$ cat src/rtl/mdio_mgmt_pkg.sv
package mdio_mgmt_pkg;
  localparam int HDR_BITS  = 14;
  localparam int TA_BITS   = 2;
  localparam int DATA_BITS = 16;
  localparam int TX_BITS   = HDR_BITS + TA_BITS + DATA_BITS;

  localparam logic [1:0] SOF_PAT = 2'b01;
  localparam logic [1:0] OP_RD   = 2'b10;
  localparam logic [1:0] OP_WR   = 2'b01;
  localparam logic [1:0] TA_WR   = 2'b10;
  localparam logic [1:0] TA_RD   = 2'b11;

  function automatic logic [TX_BITS-1:0] build_tx(
    input logic rd, input logic [4:0] phy, input logic [4:0] rg,
    input logic [DATA_BITS-1:0] wd);
    return {SOF_PAT, (rd ? OP_RD : OP_WR), phy, rg, (rd ? TA_RD : TA_WR), wd};
  endfunction
endpackage

$ cat src/rtl/mdio_half_timer.sv
module mdio_half_timer #(
  parameter int DIV_W = 8
) (
  input  logic             clk,
  input  logic             rst,
  input  logic             load_i,
  input  logic [DIV_W-1:0] half_i,
  input  logic             run_i,
  output logic             tick_o
);
  logic [DIV_W-1:0] lim;
  logic [DIV_W-1:0] cnt;

  always_ff @(posedge clk) begin
    if (rst) begin
      lim <= '0;
      cnt <= '0;
    end else begin
      if (load_i) lim <= half_i;
      if (!run_i || load_i)  cnt <= '0;
      else if (cnt == lim)   cnt <= '0;
      else                   cnt <= cnt + 1'b1;
    end
  end

  assign tick_o = run_i && !load_i && (cnt == lim);
endmodule

$ cat src/rtl/mdio_frame_seq.sv
module mdio_frame_seq #(
  parameter int PRE_CYC   = 32,
  parameter int FLUSH_CYC = 32,
  parameter int SLOT_W    = 7
) (
  input  logic clk,
  input  logic rst,
  input  logic start_i,
  input  logic rd_i,
  input  logic tick_i,
  input  logic sample_i,
  output logic busy_o,
  output logic mdc_o,
  output logic drive_o,
  output logic pre_o,
  output logic shift_o,
  output logic cap_o,
  output logic rd_o,
  output logic done_o,
  output logic fail_o
);
  localparam logic [SLOT_W-1:0] S_HDR  = SLOT_W'(PRE_CYC);
  localparam logic [SLOT_W-1:0] S_TA1  = SLOT_W'(PRE_CYC + 14);
  localparam logic [SLOT_W-1:0] S_D0   = SLOT_W'(PRE_CYC + 16);
  localparam logic [SLOT_W-1:0] S_DL   = SLOT_W'(PRE_CYC + 31);
  localparam logic [SLOT_W-1:0] S_TAIL = SLOT_W'(PRE_CYC + 32);
  localparam logic [SLOT_W-1:0] S_FL   = SLOT_W'(FLUSH_CYC - 1);

  logic              hi;
  logic              flush;
  logic [SLOT_W-1:0] slot;
  logic              last;
  logic              end_hi;
  logic              ta_bad;

  assign end_hi = busy_o && hi && tick_i;
  assign last   = flush ? (slot == S_FL) : (slot == S_TAIL);
  assign ta_bad = rd_o && !flush && (slot == S_TA1) && sample_i;

  always_ff @(posedge clk) begin
    if (rst) begin
      busy_o <= 1'b0;
      hi     <= 1'b0;
      flush  <= 1'b0;
      slot   <= '0;
      mdc_o  <= 1'b1;
      rd_o   <= 1'b0;
      done_o <= 1'b0;
      fail_o <= 1'b0;
    end else begin
      done_o <= 1'b0;
      fail_o <= 1'b0;
      if (start_i && !busy_o) begin
        busy_o <= 1'b1;
        hi     <= 1'b0;
        flush  <= 1'b0;
        slot   <= '0;
        mdc_o  <= 1'b0;
        rd_o   <= rd_i;
      end else if (busy_o && tick_i) begin
        if (!hi) begin
          hi    <= 1'b1;
          mdc_o <= 1'b1;
        end else if (ta_bad) begin
          flush <= 1'b1;
          slot  <= '0;
          hi    <= 1'b0;
          mdc_o <= 1'b0;
        end else if (last) begin
          busy_o <= 1'b0;
          hi     <= 1'b0;
          done_o <= 1'b1;
          fail_o <= flush;
        end else begin
          slot  <= slot + 1'b1;
          hi    <= 1'b0;
          mdc_o <= 1'b0;
        end
      end
    end
  end

  assign shift_o = end_hi && !flush && !last && !ta_bad && (slot >= S_HDR);
  assign cap_o   = end_hi && !flush && rd_o && (slot >= S_D0) && (slot <= S_DL);
  assign drive_o = busy_o && !flush && ((slot < S_TA1) || (!rd_o && (slot < S_TAIL)));
  assign pre_o   = (slot < S_HDR);
endmodule

$ cat src/rtl/mdio_shift_path.sv
module mdio_shift_path
  import mdio_mgmt_pkg::*;
(
  input  logic                 clk,
  input  logic                 rst,
  input  logic                 load_i,
  input  logic                 rd_i,
  input  logic [4:0]           phy_i,
  input  logic [4:0]           reg_i,
  input  logic [DATA_BITS-1:0] wdata_i,
  input  logic                 shift_i,
  input  logic                 cap_i,
  input  logic                 bit_i,
  output logic                 tx_bit_o,
  output logic [DATA_BITS-1:0] rx_word_o
);
  logic [TX_BITS-1:0] tx_sr;

  always_ff @(posedge clk) begin
    if (rst) begin
      tx_sr     <= '0;
      rx_word_o <= '0;
    end else begin
      if (load_i)       tx_sr <= build_tx(rd_i, phy_i, reg_i, wdata_i);
      else if (shift_i) tx_sr <= {tx_sr[TX_BITS-2:0], 1'b0};
      if (cap_i) rx_word_o <= {rx_word_o[DATA_BITS-2:0], bit_i};
    end
  end

  assign tx_bit_o = tx_sr[TX_BITS-1];
endmodule

$ cat src/rtl/mdio_mgmt_master.sv
module mdio_mgmt_master
  import mdio_mgmt_pkg::*;
#(
  parameter int DIV_W     = 8,
  parameter int PRE_CYC   = 32,
  parameter int FLUSH_CYC = 32
) (
  input  logic                 clk,
  input  logic                 rst,
  input  logic                 start_i,
  input  logic                 rd_i,
  input  logic [4:0]           phy_addr_i,
  input  logic [4:0]           reg_addr_i,
  input  logic [DATA_BITS-1:0] wdata_i,
  input  logic [DIV_W-1:0]     half_div_i,
  input  logic                 mdio_i,
  output logic                 mdc_o,
  output logic                 mdio_oe_o,
  output logic                 mdio_out_o,
  output logic [DATA_BITS-1:0] rd_data_o,
  output logic                 done_o,
  output logic                 err_o
);
  localparam int SPAN   = (PRE_CYC + 33 > FLUSH_CYC) ? PRE_CYC + 33 : FLUSH_CYC;
  localparam int SLOT_W = $clog2(SPAN + 1);

  logic                 seq_busy;
  logic                 accept;
  logic                 tick;
  logic                 seq_mdc;
  logic                 seq_drive;
  logic                 seq_pre;
  logic                 seq_shift;
  logic                 seq_cap;
  logic                 seq_rd;
  logic                 seq_done;
  logic                 seq_fail;
  logic                 tx_bit;
  logic [DATA_BITS-1:0] rx_word;

  assign accept = start_i && !seq_busy;

  mdio_half_timer #(.DIV_W(DIV_W)) timer_i (
    .clk    (clk),
    .rst    (rst),
    .load_i (accept),
    .half_i (half_div_i),
    .run_i  (seq_busy),
    .tick_o (tick)
  );

  mdio_frame_seq #(
    .PRE_CYC   (PRE_CYC),
    .FLUSH_CYC (FLUSH_CYC),
    .SLOT_W    (SLOT_W)
  ) seq_i (
    .clk      (clk),
    .rst      (rst),
    .start_i  (start_i),
    .rd_i     (rd_i),
    .tick_i   (tick),
    .sample_i (mdio_i),
    .busy_o   (seq_busy),
    .mdc_o    (seq_mdc),
    .drive_o  (seq_drive),
    .pre_o    (seq_pre),
    .shift_o  (seq_shift),
    .cap_o    (seq_cap),
    .rd_o     (seq_rd),
    .done_o   (seq_done),
    .fail_o   (seq_fail)
  );

  mdio_shift_path shift_i (
    .clk       (clk),
    .rst       (rst),
    .load_i    (accept),
    .rd_i      (rd_i),
    .phy_i     (phy_addr_i),
    .reg_i     (reg_addr_i),
    .wdata_i   (wdata_i),
    .shift_i   (seq_shift),
    .cap_i     (seq_cap),
    .bit_i     (mdio_i),
    .tx_bit_o  (tx_bit),
    .rx_word_o (rx_word)
  );

  always_ff @(posedge clk) begin
    if (rst) begin
      mdc_o      <= 1'b1;
      mdio_oe_o  <= 1'b0;
      mdio_out_o <= 1'b1;
      done_o     <= 1'b0;
      err_o      <= 1'b0;
      rd_data_o  <= '0;
    end else begin
      mdc_o      <= seq_mdc;
      mdio_oe_o  <= seq_drive;
      mdio_out_o <= seq_pre ? 1'b1 : tx_bit;
      done_o     <= seq_done;
      if (accept)        err_o <= 1'b0;
      else if (seq_done) err_o <= seq_fail;
      if (seq_done && seq_rd && !seq_fail) rd_data_o <= rx_word;
    end
  end
endmodule

$ cat config.mk
export PLATFORM = sky130hd
export DESIGN_NAME = mdio_mgmt_master
export DESIGN_NICKNAME = d
export VERILOG_FILES = /design/src/rtl/mdio_mgmt_pkg.sv /design/src/rtl/mdio_half_timer.sv /design/src/rtl/mdio_frame_seq.sv /design/src/rtl/mdio_shift_path.sv /design/src/rtl/mdio_mgmt_master.sv
export SDC_FILE = /design/constraint.sdc
export NUM_CORES = 1
export LEC_CHECK = 0
export BUFFER_PORTS_ARGS = -buffer_cell sky130_fd_sc_hd__buf_4
export CAP_MARGIN = 15
export CORE_UTILIZATION = 45
export CTS_BUF_LIST = sky130_fd_sc_hd__clkbuf_2 sky130_fd_sc_hd__clkbuf_4 sky130_fd_sc_hd__clkbuf_8
export CTS_CLUSTER_SIZE = 10
export DETAILED_ROUTE_END_ITERATION = 12
export GPL_TIMING_DRIVEN = 0
export PLACE_DENSITY = 0.73
export SKIP_LAST_GASP = 1
export SYNTH_ARGS = -nofsm -noshare
export SYNTH_HDL_FRONTEND = slang
export SYNTH_SLANG_ARGS = --single-unit
$ cat constraint.sdc
create_clock -name clk -period 5.3 [get_ports clk]
set_clock_uncertainty 0.05 [all_clocks]
set_input_delay 0.53 -clock clk [delete_from_list [all_inputs] [get_ports clk]]
set_output_delay 0.53 -clock clk [all_outputs]
set_load 0.03 [all_outputs]
==> results.cfg <==
[layout]
drive_gt1_share_pct = 16.7
antenna_cells = 0
finish.utilization_pct = 54.7
fillers = 896
area_delta_synth_final_pct = 18.3
fin_nets = 605

[clock_tree]
holdBufCountCts = 0
clk_pin_slew_ps = 100
clockBufferDepth = 2
htree_levels = 3
cts_sinks = 99
root_buffer = clkbuf_8
cts_tree = done
cts.repair.resized = 0
clock_latency_ps = 370
cts-buffers-inserted = 9
postCtsSetupBuffers = 0

[global_route]
grt_antenna_before_repair = 0
grt_pass1_vias = 3634
grt_start_max_net_pins = 21
grtUsageTotal_pct = 20.9
grt_overflow = 0
grt_pass1_wl_um = 16700

[route]
vias_per_cell = 5.60
wl_per_cell_um = 14.4
num_vias = 3800
drt-initial-drc-count = 269
drtPass1Iterations = 5
drt-total-wl_um = 9780
route.detailed.drc = 0
drtAntennaViolNets = 0

[power]
peakVddDrop_mv = 0.138
leakage_nw = 1.74
power.density_nw_per_um2 = 275

[floorplanning]
fp.dieH_um = 99.2
placementRows = 35
dieArea_um2 = 9850
die-width_um = 99.2
io_pins = 60
initial_core_util_pct = 46.3
coreArea_um2 = 9200

[logic_synthesis]
ys_types = 49
synth.largest_area_cell = dfxtp_1
yosysMostFrequentCell = dfxtp_1
ys_seq_elements = 99
synth_top_area_share_pct = 46.6
async_reset_ff_share_pct = 0
yosysSeqAreaShare_pct = 46.6
yosys-top-cells-area = dfxtp_1, a311oi_1, nand2_1, nand3_1, o21ai_0
synth-edff-count = 0
yosys_warnings = 0
synth_flop_cell = dfxtp_1
postSynthAreaPerCell_um2 = 8.61
syn-instance-count = 494
syn_area_um2 = 4250
netlist_top_cells_count = dfxtp_1, nand2_1, nor2_1, nand3_1, o21ai_0
synth_nets = 536

[sta]
rsz0062_at_grt = false
fin_crit_ps = 2350
setup_tns_ps = 0
max_slew_margin_pct = 50.0
setup_viol = 0
whs_ps = 353
tightestPinTransition_ps = 744
timing.fmax_ghz = 0.426
slew_viol_final = 0
fin_crit_sh_pct = 44.3
finalHoldViolCount = 0

[worst_setup_path]
crit_arrival_ps = 2590
worst_setup_path_start_kind = flop
crit_required_ps = 5550
critPathMaxFanout = 10
endpoint_kind = flop
crit_type = flop to flop

[placement]
portBuffers = 58
gp_congestion = 0.911
hpwl_um = 7200

[hold_path]
hold_path_class = primary input to flop

[job]
maxCapViolCount = 0

[outcome]
run_status = completed
-- area by class of cell --
| cell class | count | area (um^2) | share of cell area [%] |
|---|---|---|---|
| Buffer | 38 | 156 | 3.11 |
| Clock buffer | 9 | 124 | 2.46 |
| Clock inverter | 7 | 81.3 | 1.62 |
| Inverter | 6 | 22.5 | 0.447 |
| Multi-Input combinational cell | 351 | 2090 | 41.6 |
| Sequential cell | 99 | 1980 | 39.4 |
| Tap cell | 111 | 139 | 2.76 |
| Timing Repair Buffer | 58 | 435 | 8.65 |
-- power by group --
| group | internal [W] | switching, W |
|---|---|---|
| Combinational | 0.0000525 | 0.0000625 |
| Sequential | 0.000770 | 0.0000157 |
| Clock | 0.000189 | 0.000297 |
-- final timing paths --
path / from / end / slack (ps) / cells past startpoint
worst max-delay path: timer_i.cnt[0] / shift_i.rx_word_o[11] / 2950 / 7
worst min-delay path: half_div_i[0] / timer_i.lim[0] / 350 / 3
worst max register to register: timer_i.cnt[0] / shift_i.rx_word_o[11] / 2950 / 7
worst min register to register: seq_i.mdc_o / mdc_o / 400 / 1
-- cell usage in the layout, fill, tap and decap left out, drive strengths merged, types with 5 or more instances in the layout --
cell / count
nand3: 39
nand4: 6
and3: 7
dfxtp: 99
o21ai: 40
mux2i: 16
nand2b: 20
buf: 66
a31oi: 9
xnor2: 10
clkbuf: 39
nand2: 58
xor2: 5
nor2: 40
inv: 9
nor4: 5
a311oi: 26
a21oi: 36
-- worst max-delay path: stages (launching register included) --
cell	delay, ps
dfxtp_1	480
xnor2_2	160
nand4_2	190
nor4_4	520
and2_0	200
buf_2	220
buf_4	240
mux2i_1	210
-- sequential cells by signal, indices dropped and copies added, names as in the netlist, 7 cells and up --
signal / count
rd_data_o: 16
seq_i.slot: 7
shift_i.rx_word_o: 16
shift_i.tx_sr: 32
timer_i.cnt: 8
timer_i.lim: 8
-- layer usage --
metal | vias up | part of all wire (%) | GRT usage [%]
li1 | 1902 | - | -
met1 | 1776 | 45 | 26.4
met4 | 0 | 2.1 | 8.71
met5 | - | 0 | 0
met3 | 18 | 4.5 | 3.23
met2 | 104 | 48 | 35.7
-- cells by family after synthesis --
kind of cell,synth area share (%)
compound gates,16.8
xor+xnor,3.79
fa+ha+maj,0.882
buf+inv,4.21
flops,46.6
mux,3.76
simple gates,24.0
-- stage by stage --
step,power (W),instances,instance area [um^2],setup slack [ps]
after detailed placement,0.000918,663,4830,2980
after global placement,0.000913,663,4830,3030
after floorplan,0.000871,494,4250,3360
final,0.00139,679,5030,2950
after global routing,0.00145,679,5030,2790
after CTS,0.00140,679,5030,2940
No activity file was read; power rests on OpenSTA's default activity.
